==> src/rtl/ptw_pkg.sv <==
package ptw_pkg;
  localparam int PAGE_SHIFT = 12;
  localparam int IDX_W      = 10;

  typedef enum logic [1:0] {
    FLT_NONE  = 2'd0,
    FLT_XLATE = 2'd1,
    FLT_PERM  = 2'd2
  } fault_e;

  typedef enum logic [2:0] {
    ST_IDLE, ST_DIR_REQ, ST_DIR_WAIT, ST_TBL_REQ, ST_TBL_WAIT, ST_DONE
  } walk_st_e;

  // attribute triple {readable, writable, non-secure} from bits 31..29
  function automatic logic [2:0] attr_of(input logic [31:0] ent);
    return ent[31:29];
  endfunction

  // first-level entry points to a second-level table
  function automatic logic pde_is_table(input logic [31:0] ent);
    return (ent != 32'd0) && ent[28];
  endfunction

  function automatic logic access_ok(input logic [2:0] perm, input logic is_write);
    return is_write ? perm[1] : perm[2];
  endfunction
endpackage

==> src/rtl/ptw_base_regs.sv <==
module ptw_base_regs #(
  parameter int ASID_W  = 7,
  parameter int FRAME_W = 22
) (
  input  logic               clk,
  input  logic               rst_n,
  input  logic               sel_we,
  input  logic               data_we,
  input  logic [31:0]        wdata,
  input  logic [ASID_W-1:0]  rd_asid,
  output logic [FRAME_W-1:0] rd_frame,
  output logic [2:0]         rd_attr
);
  localparam int NUM_ASID = 1 << ASID_W;
  localparam int ENT_W    = FRAME_W + 3;

  logic [ASID_W-1:0] sel_q;
  logic [ENT_W-1:0]  ent_q [NUM_ASID];
  logic [ENT_W-1:0]  wr_ent;
  logic              unused_wbits;

  assign wr_ent       = {wdata[31:29], wdata[FRAME_W-1:0]};
  assign unused_wbits = ^wdata[28:FRAME_W];

  always_ff @(posedge clk) begin
    if (!rst_n) begin
      sel_q <= '0;
      for (int i = 0; i < NUM_ASID; i++) ent_q[i] <= '0;
    end else begin
      if (sel_we)  sel_q        <= wdata[ASID_W-1:0];
      if (data_we) ent_q[sel_q] <= wr_ent;
    end
  end

  assign rd_frame = ent_q[rd_asid][FRAME_W-1:0];
  assign rd_attr  = ent_q[rd_asid][ENT_W-1:FRAME_W];

  assert_sel_lands_R2: assert property (@(posedge clk) disable iff (!rst_n)
    sel_we |=> sel_q == $past(wdata[ASID_W-1:0]));
  assert_data_lands_R2: assert property (@(posedge clk) disable iff (!rst_n)
    (data_we && !sel_we) |=> ent_q[sel_q] == $past(wr_ent));
endmodule

==> src/rtl/ptw_walk_fsm.sv <==
module ptw_walk_fsm import ptw_pkg::*; #(
  parameter int PA_BITS = 34
) (
  input  logic               clk,
  input  logic               rst_n,
  input  logic               req_valid,
  input  logic [31:12]       req_vpn,
  input  logic               req_write,
  input  logic [PA_BITS-13:0] base_frame,
  input  logic [2:0]         base_attr,
  output logic               req_ready,
  output logic               mem_rd_en,
  output logic [PA_BITS-1:0] mem_rd_addr,
  input  logic               mem_rd_valid,
  input  logic [31:0]        mem_rd_data,
  output logic               rsp_valid,
  output logic [PA_BITS-13:0] rsp_frame,
  output logic [2:0]         rsp_perm,
  output logic [1:0]         rsp_fault
);
  localparam int FRAME_W = PA_BITS - PAGE_SHIFT;

  function automatic logic [PA_BITS-1:0] entry_addr(input logic [FRAME_W-1:0] frame,
                                                    input logic [IDX_W-1:0] idx);
    return {frame, idx, 2'b00};
  endfunction

  walk_st_e           state_q;
  logic [31:12]       vpn_q;
  logic               wr_q;
  logic [FRAME_W-1:0] base_frame_q, pde_frame_q, frame_q;
  logic [2:0]         base_attr_q, pde_attr_q, perm_q;
  fault_e             fault_q;

  // named events for the assertions
  logic       walk_accept, dir_done, dir_miss, tbl_done, tbl_miss, perm_deny;
  logic [2:0] perm_eff;

  assign walk_accept = req_valid && (state_q == ST_IDLE);
  assign dir_done    = (state_q == ST_DIR_WAIT) && mem_rd_valid;
  assign dir_miss    = dir_done && !pde_is_table(mem_rd_data);
  assign tbl_done    = (state_q == ST_TBL_WAIT) && mem_rd_valid;
  assign tbl_miss    = tbl_done && (mem_rd_data == 32'd0);
  assign perm_eff    = base_attr_q & pde_attr_q & attr_of(mem_rd_data);
  assign perm_deny   = tbl_done && !tbl_miss && !access_ok(perm_eff, wr_q);

  always_ff @(posedge clk) begin
    if (!rst_n) begin
      state_q      <= ST_IDLE;
      vpn_q        <= '0;
      wr_q         <= 1'b0;
      base_frame_q <= '0;
      base_attr_q  <= '0;
      pde_frame_q  <= '0;
      pde_attr_q   <= '0;
      frame_q      <= '0;
      perm_q       <= '0;
      fault_q      <= FLT_NONE;
    end else begin
      unique case (state_q)
        ST_IDLE: if (walk_accept) begin
          vpn_q        <= req_vpn;
          wr_q         <= req_write;
          base_frame_q <= base_frame;
          base_attr_q  <= base_attr;
          state_q      <= ST_DIR_REQ;
        end
        ST_DIR_REQ: state_q <= ST_DIR_WAIT;
        ST_DIR_WAIT: if (dir_done) begin
          pde_frame_q <= mem_rd_data[FRAME_W-1:0];
          pde_attr_q  <= attr_of(mem_rd_data);
          if (dir_miss) begin
            frame_q <= '0;
            perm_q  <= '0;
            fault_q <= FLT_XLATE;
            state_q <= ST_DONE;
          end else begin
            state_q <= ST_TBL_REQ;
          end
        end
        ST_TBL_REQ: state_q <= ST_TBL_WAIT;
        ST_TBL_WAIT: if (tbl_done) begin
          state_q <= ST_DONE;
          if (tbl_miss || perm_deny) begin
            frame_q <= '0;
            perm_q  <= '0;
            fault_q <= tbl_miss ? FLT_XLATE : FLT_PERM;
          end else begin
            frame_q <= mem_rd_data[FRAME_W-1:0];
            perm_q  <= perm_eff;
            fault_q <= FLT_NONE;
          end
        end
        ST_DONE: state_q <= ST_IDLE;
        default: state_q <= ST_IDLE;
      endcase
    end
  end

  assign req_ready   = (state_q == ST_IDLE);
  assign mem_rd_en   = (state_q == ST_DIR_REQ) || (state_q == ST_TBL_REQ);
  assign mem_rd_addr = (state_q == ST_TBL_REQ) ? entry_addr(pde_frame_q, vpn_q[21:12])
                                               : entry_addr(base_frame_q, vpn_q[31:22]);
  assign rsp_valid   = (state_q == ST_DONE);
  assign rsp_frame   = frame_q;
  assign rsp_perm    = perm_q;
  assign rsp_fault   = fault_q;

  assert_read_pulse_R3: assert property (@(posedge clk) disable iff (!rst_n)
    mem_rd_en |=> !mem_rd_en);
  assert_first_read_follows_accept_R3: assert property (@(posedge clk) disable iff (!rst_n)
    walk_accept |=> mem_rd_en);
  assert_no_tbl_read_after_miss_R4: assert property (@(posedge clk) disable iff (!rst_n)
    dir_miss |=> (!mem_rd_en && rsp_valid && rsp_fault == FLT_XLATE));
  assert_busy_while_reading_R9: assert property (@(posedge clk) disable iff (!rst_n)
    mem_rd_en |-> !req_ready);
  assert_rsp_pulse_R10: assert property (@(posedge clk) disable iff (!rst_n)
    rsp_valid |=> (!rsp_valid && req_ready));
  assert_perm_honoured_R8: assert property (@(posedge clk) disable iff (!rst_n)
    (rsp_valid && rsp_fault == FLT_NONE) |-> access_ok(rsp_perm, wr_q));
  assert_fault_clears_R8: assert property (@(posedge clk) disable iff (!rst_n)
    (rsp_valid && rsp_fault != FLT_NONE) |-> (rsp_frame == '0 && rsp_perm == '0));
endmodule

==> src/rtl/ptw_top.sv <==
module ptw_top import ptw_pkg::*; #(
  parameter int ASID_W  = 7,
  parameter int PA_BITS = 34
) (
  input  logic                clk,
  input  logic                rst_n,
  input  logic                cfg_sel_we,
  input  logic                cfg_data_we,
  input  logic [31:0]         cfg_wdata,
  input  logic                req_valid,
  input  logic [ASID_W-1:0]   req_asid,
  input  logic [31:0]         req_va,
  input  logic                req_write,
  output logic                req_ready,
  output logic                mem_rd_en,
  output logic [PA_BITS-1:0]  mem_rd_addr,
  input  logic                mem_rd_valid,
  input  logic [31:0]         mem_rd_data,
  output logic                rsp_valid,
  output logic [PA_BITS-13:0] rsp_frame,
  output logic [2:0]          rsp_perm,
  output logic [1:0]          rsp_fault
);
  localparam int FRAME_W = PA_BITS - PAGE_SHIFT;

  logic [FRAME_W-1:0] base_frame;
  logic [2:0]         base_attr;
  logic               unused_offset;

  assign unused_offset = ^req_va[PAGE_SHIFT-1:0];

  ptw_base_regs #(.ASID_W(ASID_W), .FRAME_W(FRAME_W)) u_base (
    .clk      (clk),
    .rst_n    (rst_n),
    .sel_we   (cfg_sel_we),
    .data_we  (cfg_data_we),
    .wdata    (cfg_wdata),
    .rd_asid  (req_asid),
    .rd_frame (base_frame),
    .rd_attr  (base_attr)
  );

  ptw_walk_fsm #(.PA_BITS(PA_BITS)) u_walk (
    .clk          (clk),
    .rst_n        (rst_n),
    .req_valid    (req_valid),
    .req_vpn      (req_va[31:12]),
    .req_write    (req_write),
    .base_frame   (base_frame),
    .base_attr    (base_attr),
    .req_ready    (req_ready),
    .mem_rd_en    (mem_rd_en),
    .mem_rd_addr  (mem_rd_addr),
    .mem_rd_valid (mem_rd_valid),
    .mem_rd_data  (mem_rd_data),
    .rsp_valid    (rsp_valid),
    .rsp_frame    (rsp_frame),
    .rsp_perm     (rsp_perm),
    .rsp_fault    (rsp_fault)
  );
endmodule

==> config.mk <==
export PLATFORM = sky130hd
export DESIGN_NAME = ptw_top
export DESIGN_NICKNAME = d
export VERILOG_FILES = /design/src/rtl/ptw_pkg.sv /design/src/rtl/ptw_base_regs.sv /design/src/rtl/ptw_walk_fsm.sv /design/src/rtl/ptw_top.sv
export SDC_FILE = /design/constraint.sdc
export NUM_CORES = 2
export LEC_CHECK = 0
export BUFFER_PORTS_ARGS = -buffer_cell sky130_fd_sc_hd__buf_2
export CORE_UTILIZATION = 35
export DETAILED_ROUTE_END_ITERATION = 10
export PLACE_DENSITY = 0.51
export REMOVE_ABC_BUFFERS = 1
export SETUP_SLACK_MARGIN = 0.1
export SKIP_LAST_GASP = 1
export SYNTH_ARGS = -nofsm -noshare
export SYNTH_HDL_FRONTEND = slang
export SYNTH_SLANG_ARGS = --single-unit
==> constraint.sdc <==
create_clock -name clk -period 7.6 [get_ports clk]
set_clock_uncertainty 0.2 [all_clocks]
set_input_delay 1.52 -clock clk [delete_from_list [all_inputs] [get_ports clk]]
set_output_delay 1.52 -clock clk [all_outputs]
set_load 0.02 [all_outputs]
==> impl_metrics.yaml <==
outcome:
  status: "finished, violations left"
  violations: "max-capacitance violations, max-slew violations"
finish:
  area_delta_synth_final_pct: 13.0
  nets: 9909
  stdcell_area_mm2: 0.170
  drive_gt1_share_pct: 20.3
placement:
  placed_area_mm2: 0.158
  post-place-ws_ns: 1.63
  gp_congestion: 0.856
  dpl.hpwl_mm: 293
  port-buffer-count: 152
yosys:
  yosysUniqueCellTypes: 67
  yosysWarnings: 0
  synth_ff_type: "edfxtp_1"
  yosys-top-cells-count: "and2_1 (3221), edfxtp_1 (3200), clkbuf_1 (792)"
  synth_top_area_cell: "edfxtp_1"
  synth_seq_cells: 3308
  ys_top_cells_by_area: "edfxtp_1 (64%), and2_1 (13%), mux4_2 (11%), clkbuf_1 (2.0%), mux2i_1 (1.6%)"
  synth_top_area_share_pct: 64.0
  ys_seq_area_share_pct: 65.4
  synth-edff-count: 3200
  ys_async_sr_fraction_pct: 0
  yosysMostFrequentCell: "and2_1"
  syn_area_mm2: 0.150
  synth.avg_cell_area_um2: 15.2
  syn_inst: 9869
global_route:
  grt_max_degree: 86
  gr-usage-all-layers_pct: 22.4
  antenna_found_initial: 53
  grt_pass1_wl_mm: 682
  grt_pass1_vias: 86500
  grt_overflow: 0
drt:
  remaining_drc_errors: 0
  drtIter0Drc: 10200
  viasPerCell: 5.41
  dr.pass1.iters: 5
  vias: 85700
  wl_mm: 493
  ant_nets: 0
  wire_per_inst_um: 31.1
clock_network:
  cts_made_buffers: 376
  cts_setup_buffers: 0
  cts-root-buf: "clkbuf_16"
  clock_sinks: 3308
  post_cts_resized: 0
  clock_latency_ns: 0.99
  cts_max_level: 5
  cts_hold_buf: 0
  ctsLongestPathBuffers: 4
  clkTransAtPathRegs_ns: 0.06
  tritoncts: "done"
worst_setup_path:
  slowest_delay_ns: 0.82
  cpLargestDelayFamily: "compound AO/OA/AOI/OAI gates"
  crit_required_ns: 8.32
  crit_arrival_ns: 5.71
  worstPathCellList: "buf_8 > nor2b_4 > buf_4 > a221oi_1 > o21ai_0 > o21ai_0 > a31oi_1 > o221a_1"
  cp-end-kind: "flop"
  critPathKind: "in -> reg"
  crit_buf_inv: 2
  critPathMaxFanout: 35
  crit_top_cell: "o21ai_0"
  cp_slowest_cell: "a31oi_1"
  cp-start-kind: "input pin"
power_and_ir_drop:
  p_leak_nw: 60.6
  vdd_drop_max_v: 0.000185
  power.density_mw_per_mm2: 245
  power_mw: 41.6
sta:
  setup_viol: 0
  hold_violations: 0
  fmax_mhz: 200
  relSlewSlack_pct: -12.7
  worst_slack_ns: 2.61
  timing.final.crit_share_pct: 65.7
  slew_violations: 5
  fin_crit_ns: 4.99
  rsz0062_at_grt: "no"
  tightest_slew_ns: 1.67
  setup_tns_ns: 0
floorplanning:
  ioPinCount: 174
  start_util_pct: 35.1
  dieHeight_um: 657
  core_mm2: 0.427
  die-area_mm2: 0.432
  num_rows: 240
  die_x_um: 657
job:
  cap_violations: 3
min_path:
  min_path_type: "reg -> reg"
-- tightest hold or removal path, stage by stage (launching register included) --
cell	delay, ns
dfxtp_1	0.31
nand2_1	0.04
a21boi_0	0.06
-- cell usage in the layout, fill, tap and decap left out, types with 97 or more instances in the layout --
| master | instances |
|---|---|
| a22oi_1 | 119 |
| mux2i_1 | 237 |
| dfxtp_1 | 108 |
| buf_2 | 122 |
| clkinv_1 | 97 |
| clkbuf_16 | 383 |
| buf_4 | 389 |
| mux4_2 | 759 |
| o21ai_2 | 123 |
| and2_1 | 3220 |
| nor2_1 | 150 |
| edfxtp_1 | 3200 |
| nand2_1 | 171 |
-- layer usage --
layer  up-vias  GRT usage, %  part of all wire, %  wire [µm]
met5         -             0               0.0047         23
met4         4          9.25                  4.7      23200
met3       703          3.23                  7.3      35800
met2      3387          36.9                   48     237000
met1     45300          29.7                   40     197000
li1      36300             -                    -          -
-- area by class of cell --
| class | count | area [µm²] |
|---|---|---|
| diodes | 48 | 120 |
| clock buffers | 484 | 10100 |
| clock inverters | 202 | 1770 |
| fillers | 39100 | 258000 |
| inverters | 9 | 41.3 |
| multi-input cells | 5549 | 48100 |
| flip-flops and latches | 3308 | 98300 |
| well taps | 5687 | 7120 |
| repair buffers | 555 | 4190 |
-- sequential cells by signal (all words and copies together) (netlist names) --
register / flops
u_walk.rsp_frame: 22
u_walk.wr_q: 1
u_walk.state_q: 3
u_walk.rsp_perm: 3
u_walk.pde_attr_q: 3
u_walk.base_attr_q: 3
u_walk.pde_frame_q: 22
u_base.sel_q: 7
u_walk.rsp_fault: 2
u_walk.vpn_q: 20
u_base.ent_q: 3200
u_walk.base_frame_q: 22
-- power by group --
group / internal (mW) / switching [mW] / total (mW)
clock: 10.1 / 7.57 / 17.7
combinational: 0.944 / 2.15 / 3.10
sequential: 20.6 / 0.216 / 20.8
total: 31.7 / 9.94 / 41.6
-- per-stage QoR --
| stage | std cells | hold WS, ns | utilization (%) |
|---|---|---|---|
| 6_report | 15800 | 0.262 | 39.7 |
| 5_1_grt | 15800 | 0.283 | 39.7 |
| 4_1_cts | 15800 | 0.267 | 39.7 |
| 3_5_place_dp | 15100 | 0.259 | 36.9 |
| 3_3_place_gp | 15100 | 0.251 | 36.9 |
| 2_1_floorplan | 8866 | 0.240 | - |
-- worst paths after layout --
kind	startpoint	to	slack (ns)	cells after the start
hold reg to reg	u_walk.vpn_q[21]	u_walk.vpn_q[21]	0.26	2
hold / removal	u_walk.vpn_q[21]	u_walk.vpn_q[21]	0.26	2
setup / recovery	req_asid[2]	u_walk.base_frame_q[21]	2.61	8
setup reg to reg	u_base.sel_q[6]	u_base.ent_q[117][10]	3.45	4
-- logic make-up after synthesis --
logic type,count (synthesis),share of synthesized area [%]
AND/OR/NAND/NOR,3791,15.2
flip-flops,3308,65.4
multiplexers,1048,13.4
buffers and inverters,1013,2.97
AO/OA/AOI/OAI,708,3.08
other,1,0.00250
(Power assumes the default switching activity.)
